**config.mk**
```make
export PLATFORM = sky130hd
export DESIGN_NAME = failover_status_filter
export DESIGN_NICKNAME = d
export VERILOG_FILES = /design/src/rtl/fsf_pkg.sv /design/src/rtl/fsf_decode.sv /design/src/rtl/fsf_cycle_track.sv /design/src/rtl/fsf_trigger.sv /design/src/rtl/failover_status_filter.sv
export SDC_FILE = /design/constraint.sdc
export NUM_CORES = 1
export LEC_CHECK = 0
export BUFFER_PORTS_ARGS = -buffer_cell sky130_fd_sc_hd__buf_4
export CELL_PAD_IN_SITES_DETAIL_PLACEMENT = 1
export CELL_PAD_IN_SITES_GLOBAL_PLACEMENT = 2
export CORE_AREA = 2 2 82 84
export CTS_BUF_LIST = sky130_fd_sc_hd__clkbuf_16
export DETAILED_ROUTE_END_ITERATION = 12
export DIE_AREA = 0 0 84 86
export PLACE_DENSITY_LB_ADDON = 0.1
export SLEW_MARGIN = 30
export SYNTH_ARGS = -nofsm -noshare
export SYNTH_HDL_FRONTEND = slang
export SYNTH_SLANG_ARGS = --single-unit
```
**constraint.sdc**
```tcl
create_clock -name clk -period 2.7 [get_ports clk]
set_clock_uncertainty 0.1 [all_clocks]
set_input_delay 0 -clock clk [delete_from_list [all_inputs] [get_ports clk]]
set_output_delay 0 -clock clk [all_outputs]
set_load 0.02 [all_outputs]
```
**src/rtl/fsf_pkg.sv**
```systemverilog
`timescale 1ns/1ps
package fsf_pkg;
   localparam int WORD_W = 16;
   localparam int ID_W   = 10;
   localparam int ERR_W  = 3;
   localparam int ROLE_W = 2;

   localparam int ROLE_LSB = 0;
   localparam int ERR_LSB  = ROLE_LSB + ROLE_W;
   localparam int CRIT_POS = ERR_LSB + ERR_W;
   localparam int ID_LSB   = CRIT_POS + 1;
   localparam int USED_W   = ID_LSB + ID_W;

   // status word, most significant field first
   typedef struct packed {
      logic [ID_W-1:0]   node;
      logic              crit;
      logic [ERR_W-1:0]  errs;
      logic [ROLE_W-1:0] role;
   } status_t;

   function automatic status_t unpack_status(input logic [WORD_W-1:0] w);
      status_t s;
      s.node = w[ID_LSB +: ID_W];
      s.crit = w[CRIT_POS];
      s.errs = w[ERR_LSB +: ERR_W];
      s.role = w[ROLE_LSB +: ROLE_W];
      return s;
   endfunction
endpackage

```
**src/rtl/fsf_decode.sv**
```systemverilog
`timescale 1ns/1ps
module fsf_decode
   import fsf_pkg::*;
(
   input  logic [WORD_W-1:0] word,
   input  logic [ID_W-1:0]   own_node,
   input  logic [ROLE_W-1:0] own_role,
   output status_t           fields,
   output logic              id_match
);
   status_t s;

   always_comb begin
      s        = unpack_status(word);
      fields   = s;
      id_match = (s.node == own_node) && (s.role == own_role);
   end
endmodule

```
**src/rtl/fsf_cycle_track.sv**
```systemverilog
`timescale 1ns/1ps
module fsf_cycle_track #(
   parameter int SLOT_W = 11,
   parameter int CYC_W  = 6
) (
   input  logic              clk,
   input  logic              rst_n,
   input  logic              valid,
   input  logic [SLOT_W-1:0] slot,
   input  logic [CYC_W-1:0]  cycle,
   input  logic [SLOT_W-1:0] watch_slot,
   input  logic              id_match,
   output logic              accept,
   output logic              reject,
   output logic              missing
);
   logic [CYC_W-1:0] cur_q;
   logic             have_q;
   logic             seen_q;
   logic             new_cyc;
   logic             seen_eff;
   logic             in_slot;
   logic             late;
   logic             first;

   always_comb begin
      new_cyc  = !have_q || (cycle != cur_q);
      seen_eff = new_cyc ? 1'b0 : seen_q;
      in_slot  = (slot == watch_slot);
      late     = (slot > watch_slot);
      first    = valid && in_slot && !seen_eff;
      accept   = first && id_match;
      reject   = first && !id_match;
      missing  = valid && ((new_cyc && have_q && !seen_q) || (late && !seen_eff));
   end

   always_ff @(posedge clk) begin
      if (!rst_n) begin
         cur_q  <= '0;
         have_q <= 1'b0;
         seen_q <= 1'b0;
      end else if (valid) begin
         cur_q  <= cycle;
         have_q <= 1'b1;
         seen_q <= seen_eff || in_slot || late;
      end
   end
endmodule

```
**src/rtl/fsf_trigger.sv**
```systemverilog
`timescale 1ns/1ps
module fsf_trigger #(
   parameter int ERR_W      = 3,
   parameter bit CMP_STRICT = 1'b1
) (
   input  logic             clk,
   input  logic             rst_n,
   input  logic             accept,
   input  logic             crit,
   input  logic [ERR_W-1:0] errs,
   input  logic [ERR_W-1:0] limit,
   input  logic             clear,
   output logic             pulse
);
   logic over;
   logic fire;
   logic fired_q;
   logic pulse_q;

   generate
      if (CMP_STRICT) begin : g_exceed
         assign over = (errs > limit);
      end else begin : g_reach
         assign over = (errs >= limit);
      end
   endgenerate

   assign fire = accept && (crit || over);

   always_ff @(posedge clk) begin
      if (!rst_n) begin
         pulse_q <= 1'b0;
         fired_q <= 1'b0;
      end else begin
         pulse_q <= fire && !fired_q;
         fired_q <= (fired_q && !clear) || fire;
      end
   end

   assign pulse = pulse_q;
endmodule

```
**src/rtl/failover_status_filter.sv**
```systemverilog
`timescale 1ns/1ps
module failover_status_filter
   import fsf_pkg::*;
#(
   parameter int SLOT_W     = 11,
   parameter int CYC_W      = 6,
   parameter bit CMP_STRICT = 1'b1
) (
   input  logic              clk,
   input  logic              rst_n,
   input  logic              frm_valid,
   input  logic [SLOT_W-1:0] frm_slot,
   input  logic [CYC_W-1:0]  frm_cycle,
   input  logic [15:0]       frm_word,
   input  logic [SLOT_W-1:0] cfg_slot,
   input  logic [9:0]        cfg_node,
   input  logic [1:0]        cfg_role,
   input  logic [2:0]        cfg_limit,
   input  logic              trig_clear,
   output logic              trig_pulse,
   output logic [9:0]        st_node,
   output logic              st_crit,
   output logic [2:0]        st_errs,
   output logic [1:0]        st_role,
   output logic              err_flag
);
   generate
      if (USED_W != WORD_W) begin : g_bad_layout
         $error("status fields do not fill the word");
      end
      if (ID_W != 10 || ERR_W != 3 || ROLE_W != 2) begin : g_bad_ports
         $error("port widths disagree with package field widths");
      end
      if (SLOT_W < 1 || CYC_W < 1) begin : g_bad_width
         $error("slot and cycle widths must be positive");
      end
   endgenerate

   status_t dec;
   status_t held_q;
   logic    id_match;
   logic    accept;
   logic    reject;
   logic    missing;
   logic    err_q;

   fsf_decode u_decode (
      .word     (frm_word),
      .own_node (cfg_node),
      .own_role (cfg_role),
      .fields   (dec),
      .id_match (id_match)
   );

   fsf_cycle_track #(.SLOT_W(SLOT_W), .CYC_W(CYC_W)) u_track (
      .clk        (clk),
      .rst_n      (rst_n),
      .valid      (frm_valid),
      .slot       (frm_slot),
      .cycle      (frm_cycle),
      .watch_slot (cfg_slot),
      .id_match   (id_match),
      .accept     (accept),
      .reject     (reject),
      .missing    (missing)
   );

   fsf_trigger #(.ERR_W(ERR_W), .CMP_STRICT(CMP_STRICT)) u_trig (
      .clk    (clk),
      .rst_n  (rst_n),
      .accept (accept),
      .crit   (dec.crit),
      .errs   (dec.errs),
      .limit  (cfg_limit),
      .clear  (trig_clear),
      .pulse  (trig_pulse)
   );

   always_ff @(posedge clk) begin
      if (!rst_n) begin
         held_q <= '0;
         err_q  <= 1'b0;
      end else begin
         if (accept) held_q <= dec;
         err_q <= (err_q && !trig_clear) || reject || missing;
      end
   end

   assign st_node  = held_q.node;
   assign st_crit  = held_q.crit;
   assign st_errs  = held_q.errs;
   assign st_role  = held_q.role;
   assign err_flag = err_q;
endmodule

```
==> summary.md <==
| Metric | Value |
|---|---|
| R2R setup slack | 0.90 ns |
| Clk Tree Root Cell | clkbuf_16 |
| Most frequent cells in the layout | buf_4 (81), nand2_1 (38), dfxtp_1 (27) |
| Slew Limit Fails | 0 |
| Hold Fails Final Rpt | 0 |
| Initial antenna violation count | 0 |
| P_int | 0.7537 mW |
| VDD IR max | 234.6 uV |
| Critical path required time | 2.79 ns |
| Wirelength, routed | 4775 um |
| Routed wire per std cell | 12.98 um |
| DRC | 0 |
| Proportion of layout cells with a drive suffix above 1 | 32.65% |
| Worst Hold Depth | 3 |
| First-pass GRT wire length | 7928 um |
| Buffers on Ports | 80 |
| Worst min path class | in -> reg |
| Cell variety after synth | 32 |
| Worst r2r src | u_track.cur_q[1] |
| Worst slew pin tran | 0.4284 ns |
| DRT antenna net count | 0 |
| Slew headroom | 71.44% |
| Arr. time, crit path | 2.02 ns |
| Crit end category | flop |
| Initial DRC Count | 22 |
| Vias/cell | 4.440 |
| Clock power frac | 33.9% |
| Area of the multi-input gates | 0.001106 sq mm |
| Initial Util | 27.75% |
| NumNets Final | 369 |
| RSZ-0062 raised after global routing | false |
| Leak Pwr | 1.250 nW |
| CORE AREA | 0.006277 sq mm |
| Post-synthesis cell count | 190 |
| Hold path startpoint | trig_clear |
| IO Count | 81 |
| CTS tree | yes |
| CTS max path bufs | 2 |
| Clk slew on worst S/H paths | 0.07 ns |
| Area grow syn2layout | 56.25% |
| Final Instance Count excl. Fillers | 368 |
| FP Rows | 29 |
| Type of origin of the critical path | input pin |
| Period Utilization, post-route | 71.52% |
| Mean Syn Cell Area | 9.167 sq um |
| Worst Hold Path EP | err_flag |
| Setup tns final | 0 ns |
| P per Cell Area | 369.2 mW/mm^2 |
| Crit path kind | in -> reg |
| Die Footprint | 0.007224 sq mm |
| Remaining Overflow, GRT | 0 |
| Filler Cell Count | 744 |
| Register Area | 540.5 sq um |
| Tot GR Track Use | 13.58% |
| # clock sinks | 27 |
| Largest net degree at the start of global routing | 45 |
| Maxcap violations | 0 |
| Clk_lat worst skew | 0.26 ns |
| Status | completed |
| Endpoints failing setup | 0 |
| # resized after CTS | 0 |
| Achievable frequency | 517.9 MHz |
| YS warnings | 0 |
| TritonRoute pass-1 iters | 3 |
| Htree depth | 1 |
| Vias | 1,634 |
| Vias in the first global route | 1,774 |
| Post-CTS Repair Setup Buffers | 0 |
| CTS Buf Count | 3 |
| Sw Ratio | 24.98% |
| CP Max Fanout | 17 |
| Mapped Area | 0.001742 sq mm |
| Die height | 86 um |
| Routability cong. | 0.6534 |
| Sequential power share | 41.1% |
| Comb power frac | 25.0% |
| Commonest non-fill, non-tap cell in the layout | buf_4 |
| Post-synth top area share | 31.03% |
| Top post-synthesis cells by area | dfxtp_1 (31%), mux2i_1 (13%), ha_1 (10%), nand2_1 (8.2%), xnor2_1 (7.0%) |
| Final critical-path required period | 1.931 ns |
| Post-synth top area cell | dfxtp_1 |
| Synth Register Bits | 27 |
| # diodes | 0 |
| Net load switching power | 0.2509 mW |
| HPWL Detailed | 3709 um |
| Die X | 84 um |
| Crit Reg-Reg Endpoint | u_trig.fired_q |
| Register area share after synthesis | 31.03% |
| R2R depth | 6 |
| Post-Syn Nets | 267 |
| Placed cell count | 341 |
-- per-stage QoR --
| step | hold WS [ns] | power, mW | worst slack [ns] | util, % | area, sq um |
|---|---|---|---|---|---|
| after floorplan | 0.04216 | 0.5384 | 0.9106 | - | 1742 |
| after global placement | 0.1750 | 0.6490 | 0.8626 | 38.41 | 2411 |
| after detailed placement | 0.1750 | 0.6511 | 0.8584 | 38.41 | 2411 |
| after CTS | 0.02454 | 1.021 | 0.7352 | 43.35 | 2721 |
| after global routing | 0.04378 | 1.064 | 0.5710 | 43.35 | 2721 |
| final | 0.02611 | 1.005 | 0.7689 | 43.35 | 2721 |
-- state kept, by name, summed over array words and instances (netlist names) --
signal / flops
st_node: 10
u_trig.pulse: 1
u_track.seen_q: 1
st_errs: 3
u_track.cur_q: 6
st_role: 2
u_trig.fired_q: 1
u_track.have_q: 1
err_flag: 1
st_crit: 1
-- Yosys cell counts --
| master | number |
|---|---|
| a21oi_1 | 6 |
| a221oi_1 | 1 |
| a31o_1 | 1 |
| and2_1 | 1 |
| and3_1 | 1 |
| and3b_1 | 1 |
| and4_1 | 3 |
| and4_4 | 1 |
| buf_2 | 1 |
| buf_6 | 1 |
| clkbuf_1 | 5 |
| dfxtp_1 | 27 |
| ha_1 | 14 |
| inv_1 | 16 |
| mux2i_1 | 22 |
| nand2_1 | 38 |
| nand2b_1 | 1 |
| nand3_1 | 2 |
| nand4_1 | 4 |
| nand4_2 | 3 |
| nor2_1 | 1 |
| nor2b_1 | 9 |
| nor3_1 | 1 |
| nor4_1 | 1 |
| nor4_4 | 1 |
| o21a_1 | 3 |
| o21ai_0 | 5 |
| o31ai_2 | 1 |
| o32ai_1 | 1 |
| xnor2_1 | 14 |
| xnor2_2 | 1 |
| xnor2_4 | 3 |
-- power by group through the flow --
stage / Sequential [mW] / Clock [mW] / Combinational, mW
2_1_floorplan: 0.423 / 0 / 0.116
3_3_place_gp: 0.422 / 0 / 0.227
3_5_place_dp: 0.422 / 0 / 0.229
4_1_cts: 0.413 / 0.353 / 0.256
5_1_grt: 0.414 / 0.369 / 0.281
6_report: 0.413 / 0.340 / 0.251
-- logic make-up after synthesis --
family	count (synthesis)	share of synthesized area, %
AND/OR/NAND/NOR	68	21.41
flip-flops	27	31.03
buffers and inverters	23	5.460
multiplexers	22	12.64
AO/OA/AOI/OAI	18	6.681
XOR/XNOR	18	12.72
adder cells (fa/ha/maj)	14	10.06
-- per-layer routing --
metal | global-route usage, % | vias up | part of all wire [%]
li1 | - | 844 | -
met1 | 15.67 | 739 | 44
met2 | 25.89 | 49 | 50
met3 | 2.599 | 2 | 5.8
met4 | 3.079 | 0 | 0.50
met5 | 0 | - | 0
-- final cells by class --
class / count / share of cell area (%)
Multi-Input combinational cell: 140 / 40.64
Timing Repair Buffer: 104 / 30.80
Sequential cell: 27 / 19.86
Tap cell: 77 / 3.540
Clock buffer: 3 / 2.759
Inverter: 16 / 2.207
Clock inverter: 1 / 0.1839
-- critical path: stages --
cell and delay (ns):
dlygate4sd3_1 0.55, buf_4 0.15, xnor2_1 0.23, and4_1 0.24
nand4_2 0.14, nor4_4 0.15, buf_4 0.34, mux2i_1 0.22
-- what timing repair did --
action                                  in CTS  in global routing
endpoints found under the setup margin       0                  0
endpoints found under the hold margin       23                  0
hold buffers                                23                  0
-- worst max-delay path by stage --
| stage | from | end | slack, ns | cells past startpoint |
|---|---|---|---|---|
| detailed placement | cfg_slot[10] | st_role[0] | 0.86 | 8 |
| CTS | frm_word[11] | st_node[7] | 0.74 | 8 |
| floorplan | cfg_slot[10] | st_errs[0] | 0.91 | 7 |
| global placement | u_track.cur_q[1] | u_trig.fired_q | 0.86 | 6 |
| finish | frm_word[6] | st_role[0] | 0.77 | 8 |
| global route | frm_word[0] | st_node[7] | 0.57 | 7 |
Power figures use the tool's default switching activity.
